[src/rtl/twl_pkg.sv]
package twl_pkg;

  localparam int CTRL_W = 12;
  localparam int GC_W   = 2;

  typedef enum logic [1:0] {
    GRP_CTRL = 2'b00,
    GRP_CH2  = 2'b01,
    GRP_CH1  = 2'b10,
    GRP_REF  = 2'b11
  } grp_e;

  typedef enum logic [1:0] {
    VERD_OK  = 2'd0,
    VERD_LEN = 2'd1,
    VERD_ORD = 2'd2,
    VERD_RNG = 2'd3
  } verdict_e;

  // field order follows arrival order: first bit received is the MSB
  typedef struct packed {
    logic       test;
    logic       cp_inv;
    logic [1:0] cp1;
    logic       sb1;
    logic [1:0] cp2;
    logic       sb2;
    logic       sbr;
    logic [1:0] ld;
    logic       sw;
  } ctrl_t;

endpackage

[src/rtl/twl_sync.sv]
module twl_sync #(
  parameter int LINES  = 3,
  parameter int STAGES = 2
) (
  input  logic             clk,
  input  logic             rst_n,
  input  logic [LINES-1:0] async_i,
  output logic [LINES-1:0] lvl_o
);

  for (genvar g = 0; g < LINES; g++) begin : g_line
    logic [STAGES-1:0] pipe_q;
    logic [STAGES-1:0] pipe_d;

    always_comb begin
      pipe_d = {pipe_q[STAGES-2:0], async_i[g]};
    end

    always_ff @(posedge clk or negedge rst_n) begin
      if (!rst_n) pipe_q <= '0;
      else        pipe_q <= pipe_d;
    end

    assign lvl_o[g] = pipe_q[STAGES-1];
  end

endmodule

[src/rtl/twl_shift.sv]
module twl_shift #(
  parameter int SR_W  = 19,
  parameter int CNT_W = 5
) (
  input  logic             clk,
  input  logic             rst_n,
  input  logic             bit_stb,
  input  logic             bit_val,
  input  logic             hold,
  input  logic             restart,
  output logic [SR_W-1:0]  sr_o,
  output logic [CNT_W-1:0] cnt_o
);

  logic [SR_W-1:0]  sr_q,  sr_d;
  logic [CNT_W-1:0] cnt_q, cnt_d;

  always_comb begin
    sr_d  = sr_q;
    cnt_d = cnt_q;
    if (restart) begin
      cnt_d = '0;
    end else if (bit_stb && !hold) begin
      sr_d = {sr_q[SR_W-2:0], bit_val};
      if (cnt_q != '1) cnt_d = cnt_q + 1'b1;
    end
  end

  always_ff @(posedge clk or negedge rst_n) begin
    if (!rst_n) begin
      sr_q  <= '0;
      cnt_q <= '0;
    end else begin
      sr_q  <= sr_d;
      cnt_q <= cnt_d;
    end
  end

  assign sr_o  = sr_q;
  assign cnt_o = cnt_q;


  hold_freeze_chk: assert property (@(posedge clk) disable iff (!rst_n)
    hold |=> $stable(sr_q));


  cnt_sat_chk: assert property (@(posedge clk) disable iff (!rst_n)
    (cnt_q == '1) && !restart |=> (cnt_q == '1));

endmodule

[src/rtl/twl_decode.sv]
module twl_decode
  import twl_pkg::*;
#(
  parameter int A_W   = 5,
  parameter int B_W   = 12,
  parameter int R_W   = 12,
  parameter int SR_W  = 19,
  parameter int CNT_W = 5,
  parameter int R_MIN = 3,
  parameter int B_MIN = 3
) (
  input  logic [SR_W-1:0]  sr_i,
  input  logic [CNT_W-1:0] cnt_i,
  input  logic             r_seen_i,
  input  logic             c_seen_i,
  output grp_e             grp_o,
  output verdict_e         verdict_o,
  output ctrl_t            ctrl_o,
  output logic [A_W-1:0]   a_o,
  output logic [B_W-1:0]   b_o,
  output logic [R_W-1:0]   r_o
);

  localparam int N_LEN = A_W + B_W + GC_W;
  localparam int R_LEN = R_W + GC_W;
  localparam int C_LEN = CTRL_W + GC_W;

  logic [CNT_W-1:0] need_len;
  logic             is_chan;

  always_comb begin
    grp_o  = grp_e'(sr_i[GC_W-1:0]);
    ctrl_o = ctrl_t'(sr_i[C_LEN-1:GC_W]);
    for (int i = 0; i < A_W; i++) a_o[i] = sr_i[N_LEN-1-i];
    for (int j = 0; j < B_W; j++) b_o[j] = sr_i[N_LEN-1-A_W-j];
    for (int k = 0; k < R_W; k++) r_o[k] = sr_i[R_LEN-1-k];
  end

  always_comb begin
    is_chan = (grp_o == GRP_CH1) || (grp_o == GRP_CH2);
    case (grp_o)
      GRP_CTRL: need_len = CNT_W'(C_LEN);
      GRP_REF:  need_len = CNT_W'(R_LEN);
      default:  need_len = CNT_W'(N_LEN);
    endcase
  end

  always_comb begin
    if (cnt_i != need_len)
      verdict_o = VERD_LEN;
    else if (is_chan && !(r_seen_i && c_seen_i))
      verdict_o = VERD_ORD;
    else if ((grp_o == GRP_REF) && (r_o < R_W'(R_MIN)))
      verdict_o = VERD_RNG;
    else if (is_chan && ((b_o < B_W'(B_MIN)) ||
                         (b_o < {{(B_W-A_W){1'b0}}, a_o})))
      verdict_o = VERD_RNG;
    else
      verdict_o = VERD_OK;
  end

endmodule

[src/rtl/tw_reg_loader.sv]
module tw_reg_loader
  import twl_pkg::*;
#(
  parameter int A_W         = 5,
  parameter int B_W         = 12,
  parameter int R_W         = 12,
  parameter int SYNC_STAGES = 2,
  parameter int R_MIN       = 3,
  parameter int B_MIN       = 3
) (
  input  logic             clk,
  input  logic             rst_n,
  input  logic             ser_clk,
  input  logic             ser_data,
  input  logic             ser_en,
  output logic             test_mode,
  output logic             cp_invert,
  output logic [1:0]       ch1_cp_code,
  output logic [3:0]       ch1_cp_sel,
  output logic             ch1_standby,
  output logic [1:0]       ch2_cp_code,
  output logic [3:0]       ch2_cp_sel,
  output logic             ch2_standby,
  output logic             ref_standby,
  output logic [1:0]       lock_sel,
  output logic             filt_sw,
  output logic [A_W-1:0]   ch1_swallow,
  output logic [B_W-1:0]   ch1_main,
  output logic [A_W+B_W:0] ch1_ratio,
  output logic [A_W-1:0]   ch2_swallow,
  output logic [B_W-1:0]   ch2_main,
  output logic [A_W+B_W:0] ch2_ratio,
  output logic [R_W-1:0]   ref_count,
  output logic [R_W:0]     ref_ratio,
  output logic             err_frame,
  output logic             err_order,
  output logic             err_range
);

  localparam int N_LEN = A_W + B_W + GC_W;
  localparam int R_LEN = R_W + GC_W;
  localparam int C_LEN = CTRL_W + GC_W;
  localparam int NC_MX = (N_LEN > C_LEN) ? N_LEN : C_LEN;
  localparam int SR_W  = (NC_MX > R_LEN) ? NC_MX : R_LEN;
  localparam int CNT_W = $clog2(SR_W + 2);
  localparam int L_CLK = 0;
  localparam int L_DAT = 1;
  localparam int L_EN  = 2;

  // reset: asserted asynchronously, released on a clock edge
  logic [1:0] rst_pipe_q;
  logic       rst_q;

  always_ff @(posedge clk or negedge rst_n) begin
    if (!rst_n) rst_pipe_q <= '0;
    else        rst_pipe_q <= {rst_pipe_q[0], 1'b1};
  end
  assign rst_q = rst_pipe_q[1];

  // input synchronizers and edge detection
  logic [2:0] lvl;
  logic       clk_prev_q, en_prev_q;
  logic       bit_rise, en_rise;

  twl_sync #(.LINES(3), .STAGES(SYNC_STAGES)) sync_i (
    .clk     (clk),
    .rst_n   (rst_q),
    .async_i ({ser_en, ser_data, ser_clk}),
    .lvl_o   (lvl)
  );

  always_ff @(posedge clk or negedge rst_q) begin
    if (!rst_q) begin
      clk_prev_q <= 1'b0;
      en_prev_q  <= 1'b0;
    end else begin
      clk_prev_q <= lvl[L_CLK];
      en_prev_q  <= lvl[L_EN];
    end
  end

  assign bit_rise = lvl[L_CLK] & ~clk_prev_q;
  assign en_rise  = lvl[L_EN]  & ~en_prev_q;

  logic [SR_W-1:0]  sr;
  logic [CNT_W-1:0] cnt;

  twl_shift #(.SR_W(SR_W), .CNT_W(CNT_W)) shift_i (
    .clk     (clk),
    .rst_n   (rst_q),
    .bit_stb (bit_rise),
    .bit_val (lvl[L_DAT]),
    .hold    (lvl[L_EN]),
    .restart (en_rise),
    .sr_o    (sr),
    .cnt_o   (cnt)
  );

  grp_e           dec_grp;
  verdict_e       dec_verd;
  ctrl_t          dec_ctrl;
  logic [A_W-1:0] dec_a;
  logic [B_W-1:0] dec_b;
  logic [R_W-1:0] dec_r;
  logic           r_seen_q, r_seen_d, c_seen_q, c_seen_d;

  twl_decode #(
    .A_W(A_W), .B_W(B_W), .R_W(R_W), .SR_W(SR_W), .CNT_W(CNT_W),
    .R_MIN(R_MIN), .B_MIN(B_MIN)
  ) decode_i (
    .sr_i      (sr),
    .cnt_i     (cnt),
    .r_seen_i  (r_seen_q),
    .c_seen_i  (c_seen_q),
    .grp_o     (dec_grp),
    .verdict_o (dec_verd),
    .ctrl_o    (dec_ctrl),
    .a_o       (dec_a),
    .b_o       (dec_b),
    .r_o       (dec_r)
  );

  // destination latches
  ctrl_t          ctrl_q, ctrl_d;
  logic [A_W-1:0] a1_q, a1_d, a2_q, a2_d;
  logic [B_W-1:0] b1_q, b1_d, b2_q, b2_d;
  logic [R_W-1:0] r_q, r_d;
  logic [2:0]     err_q, err_d;
  logic           accept;

  assign accept = en_rise && (dec_verd == VERD_OK);

  always_comb begin
    ctrl_d   = ctrl_q;
    a1_d     = a1_q;
    b1_d     = b1_q;
    a2_d     = a2_q;
    b2_d     = b2_q;
    r_d      = r_q;
    r_seen_d = r_seen_q;
    c_seen_d = c_seen_q;
    err_d    = err_q;
    if (en_rise) begin
      err_d = {dec_verd == VERD_LEN, dec_verd == VERD_ORD, dec_verd == VERD_RNG};
    end
    if (accept) begin
      case (dec_grp)
        GRP_CTRL: begin ctrl_d = dec_ctrl; c_seen_d = 1'b1; end
        GRP_CH1:  begin a1_d = dec_a; b1_d = dec_b; end
        GRP_CH2:  begin a2_d = dec_a; b2_d = dec_b; end
        default:  begin r_d = dec_r; r_seen_d = 1'b1; end
      endcase
    end
  end

  always_ff @(posedge clk or negedge rst_q) begin
    if (!rst_q) begin
      ctrl_q   <= '0;
      a1_q     <= '0;
      b1_q     <= '0;
      a2_q     <= '0;
      b2_q     <= '0;
      r_q      <= '0;
      r_seen_q <= 1'b0;
      c_seen_q <= 1'b0;
      err_q    <= '0;
    end else begin
      ctrl_q   <= ctrl_d;
      a1_q     <= a1_d;
      b1_q     <= b1_d;
      a2_q     <= a2_d;
      b2_q     <= b2_d;
      r_q      <= r_d;
      r_seen_q <= r_seen_d;
      c_seen_q <= c_seen_d;
      err_q    <= err_d;
    end
  end

  assign test_mode   = ctrl_q.test;
  assign cp_invert   = ctrl_q.cp_inv;
  assign ch1_cp_code = ctrl_q.cp1;
  assign ch1_cp_sel  = 4'b0001 << ctrl_q.cp1;
  assign ch1_standby = ctrl_q.sb1;
  assign ch2_cp_code = ctrl_q.cp2;
  assign ch2_cp_sel  = 4'b0001 << ctrl_q.cp2;
  assign ch2_standby = ctrl_q.sb2;
  assign ref_standby = ctrl_q.sbr;
  assign lock_sel    = ctrl_q.ld;
  assign filt_sw     = ctrl_q.sw;
  assign ch1_swallow = a1_q;
  assign ch1_main    = b1_q;
  assign ch1_ratio   = {b1_q, a1_q, 1'b0};
  assign ch2_swallow = a2_q;
  assign ch2_main    = b2_q;
  assign ch2_ratio   = {b2_q, a2_q, 1'b0};
  assign ref_count   = r_q;
  assign ref_ratio   = {r_q, 1'b0};
  assign err_frame   = err_q[2];
  assign err_order   = err_q[1];
  assign err_range   = err_q[0];

  // R7 (also R8, R9): a refused frame leaves every latch as it was
  reject_hold_chk: assert property (@(posedge clk) disable iff (!rst_q)
    en_rise && (dec_verd != VERD_OK) |=>
      $stable(ctrl_q) && $stable(r_q) && $stable(a1_q) && $stable(b1_q) &&
      $stable(a2_q) && $stable(b2_q));


  chan_order_chk: assert property (@(posedge clk) disable iff (!rst_q)
    !($stable(b1_q) && $stable(a1_q) && $stable(b2_q) && $stable(a2_q)) |->
      $past(r_seen_q && c_seen_q));


  ref_range_chk: assert property (@(posedge clk) disable iff (!rst_q)
    !$stable(r_q) |-> (r_q >= R_W'(R_MIN)));


  one_flag_chk: assert property (@(posedge clk) disable iff (!rst_q)
    $countones(err_q) <= 1);


  cp_sel_chk: assert property (@(posedge clk) disable iff (!rst_q)
    ($countones(ch1_cp_sel) == 1) && ($countones(ch2_cp_sel) == 1));

endmodule

[config.mk]
export PLATFORM = sky130hd
export DESIGN_NAME = tw_reg_loader
export DESIGN_NICKNAME = d
export VERILOG_FILES = /design/src/rtl/twl_pkg.sv /design/src/rtl/twl_sync.sv /design/src/rtl/twl_shift.sv /design/src/rtl/twl_decode.sv /design/src/rtl/tw_reg_loader.sv
export SDC_FILE = /design/constraint.sdc
export NUM_CORES = 1
export LEC_CHECK = 0
export BUFFER_PORTS_ARGS = -buffer_cell sky130_fd_sc_hd__buf_2
export CAP_MARGIN = 30
export CORE_ASPECT_RATIO = 1.4
export CORE_UTILIZATION = 30
export DETAILED_ROUTE_END_ITERATION = 7
export PLACE_DENSITY = 0.59
export SLEW_MARGIN = 20
export SYNTH_ARGS = -nofsm -noshare
export SYNTH_HDL_FRONTEND = slang
export SYNTH_HIERARCHICAL = 1
export SYNTH_SLANG_ARGS = --single-unit
[constraint.sdc]
create_clock -name clk -period 3.5 [get_ports clk]
set_clock_uncertainty 0.15 [all_clocks]
set_input_delay 0.7 -clock clk [delete_from_list [all_inputs] [get_ports clk]]
set_output_delay 0.7 -clock clk [all_outputs]
set_load 0.03 [all_outputs]
==> flow_summary.ini <==
[route]
viasPerCell = 4.31
drt_iter0_markers = 96
drt_wl_total_um = 8600
drtPass1Iterations = 4
num_vias = 2536
ant_nets = 0
avgRoutedWirePerCell_um = 14.6
drc = 0

[finish]
nets = 405
layout-drive-gt1-share = 0.577
fin_util = 0.341
antenna-diode-count = 0
mostFrequentLayoutCell = buf_2
nFillCells = 1508
syn_to_final_growth_pct = 10.4
final_cell_mix = 119 x buf_2, 96 x dfrtp_1, 68 x mux2_2

[critical_path]
cp.arrival_ps = 3270
worstSetupEndpointType = flip-flop
crit_path_end = ch1_main[5]
criticalPathCategory = flip-flop to flip-flop
r2r_slack_ps = 290
reg2reg_depth = 8
crit_start = shift_i/sr_o[0]
r2r-end = ch1_main[5]
startpoint_type = flip-flop
cp_data_required_time_ps = 3560
rr_startpoint = shift_i/sr_o[0]
cp_max_fo = 17

[timing]
max-slew-margin-rel = 0.529
rsz0062_at_grt = false
period_share = 0.917
hold_violations = 0
max_freq_mhz = 312
fin_crit_ps = 3210
tightest_slew_ps = 706
maxSlewViolCount = 0
finalSetupViolations = 0
setup_tns_ps = 0

[power]
vdd_drop_max_mv = 0.271
clkPwrFrac = 0.424
p_leak_nw = 2.90
power_w = 0.00247
switchingPower_w = 0.000556
intPower_w = 0.00192
power.density_nw_per_um2 = 479
p_sw_frac = 0.225
pwr-share-comb = 0.067
p_seq_frac = 0.510

[die]
die_y_um = 150
core_um2 = 15100
io_pins = 123
fp-row-count = 53
die_w_um = 107
initial_core_util = 0.309
die_area_um2 = 16100

[clocking]
ctsHtreeMaxLevel = 3
cts_resized = 0
clkTransAtPathRegs_ps = 60
insertion_delay_ps = 330
cts_made_buffers = 9
clock_path_buffers = 2
cts_sinks = 97
cts_tree = done
clock-root-buffer = clkbuf_16

[run_status]
status = completed

[logic_synthesis]
synthCells = 355
syn-cell-area_um2 = 4670
ys_seq_area_frac = 0.519
synthArstFlopShare = 1.00
synth-main-ff-cell = dfrtp_1
ys_warn_count = 6
yosysTopAreaCell = dfrtp_1
syn_area_per_cell_um2 = 13.2
synth_cell_types = 38
synth-seq-cells = 97
synth-edff-count = 0
synthTopCellsByArea = dfrtp_1 52%, mux2_2 16%, buf_4 15%
yosys.area.top_type_share = 0.519

[grt]
grt_start_max_net_pins = 46
grt_usage = 0.110
grt_pass1_wl_um = 13500
grt_overflow = 0
first_global_vias = 2584
antenna_found_initial = 0

[place]
place_congestion = 0.731
dp_hpwl_um = 6370
io_buffer_count = 119

[min_path]
hp-class = flip-flop to async pin

[flow_run]
max_cap_viol_count = 0
## repair_timing
| action | CTS | global route |
|---|---|---|
| endpoints found under the hold margin | 2 | 0 |
| setup buffers | 0 | 0 |
| hold buffers | 1 | 0 |
## cells by family (layout without fill, tap and decap cells)
family,Yosys count,count (layout),synth area share
other cells,2,4,0.00161
flops,97,97,0.519
mux,80,80,0.200
simple gates,48,48,0.0685
buf+inv,107,147,0.170
compound gates,12,12,0.0177
fa+ha+maj,7,7,0.0187
xor+xnor,2,2,0.00375
## power by group through the flow
| stage | registers, W | clock network (W) | logic (W) |
|---|---|---|---|
| after floorplan | 0.00125 | 0 | 0.000255 |
| after global placement | 0.00129 | 0 | 0.000152 |
| after detailed placement | 0.00128 | 0 | 0.000168 |
| after CTS | 0.00126 | 0.00109 | 0.000170 |
| after global routing | 0.00127 | 0.00112 | 0.000186 |
| final | 0.00126 | 0.00105 | 0.000165 |
## registers in the layout (all words and copies together) (netlist names), 2 cells and up
name	count
shift_i/cnt_o	5
sync_i/g_line.pipe_q	6
ch2_main	12
shift_i/sr_o	19
ch1_swallow	5
ch2_cp_code	2
ref_count	12
ch1_cp_code	2
rst_pipe_q	2
ch1_main	12
ch2_swallow	5
err_q	3
lock_sel	2
## cells in the mapped netlist, types with 2 or more instances
library cell	instances
buf_4	96
buf_2	2
o211ai_1	2
dfrtp_1	97
xnor2_1	2
o21ai_0	5
nor2_1	9
inv_1	6
ha_1	7
mux2_2	68
nand2_1	9
nor3b_2	2
nand3b_2	2
nand3_1	2
conb_1	2
mux2i_1	2
nor2b_1	5
mux2_4	10
and2_1	3
buf_6	2
nand2b_1	4
nor4_1	2
## through the flow
stage	instances	hold WS (ps)	worst slack, ps	area [um^2]
after global placement	572	186	379	4790
after global routing	589	206	50.9	5160
final	589	163	292	5160
after floorplan	357	181	448	4680
after detailed placement	573	185	255	4820
after CTS	589	192	236	5160
## routing by layer
layer  part of all wire  GRT usage  vias to the layer above  wire [um]
met3              0.041     0.0231                       11        352
li1                   -          -                     1171          -
met2               0.55      0.205                       67       4710
met5                  0          0                        -          0
met1               0.39      0.118                     1287       3340
met4              0.022     0.0507                        0        187
## worst max-delay path, stage by stage, from the launching register on
cell and delay, ps:
dfrtp_1 450, ha_1 390, nor3b_2 190, a22oi_1 220, a211oi_2 110, a21o_1 240, nor4b_4 370, nand3b_2 510
mux2_2 460
## layout make-up
cell class              instances  area, um^2  area share
repair buffers                126         671       0.130
clock inverters                 4        76.3      0.0148
flip-flops and latches         97        2430       0.471
inverters                       6        22.5     0.00437
well taps                     192         240      0.0466
multi-input cells             153        1470       0.284
clock buffers                  11         253      0.0490
## worst min-delay path by stage
stage / to / slack (ps)
4_1_cts: ref_standby / 190
6_report: ref_standby / 160
5_1_grt: sync_i/g_line[1].pipe_q[1] / 210
3_3_place_gp: sync_i/g_line[0].pipe_q[1] / 190
3_5_place_dp: sync_i/g_line[2].pipe_q[1] / 180
2_1_floorplan: rst_pipe_q[1] / 180
No activity file was read; power rests on OpenSTA's default activity.
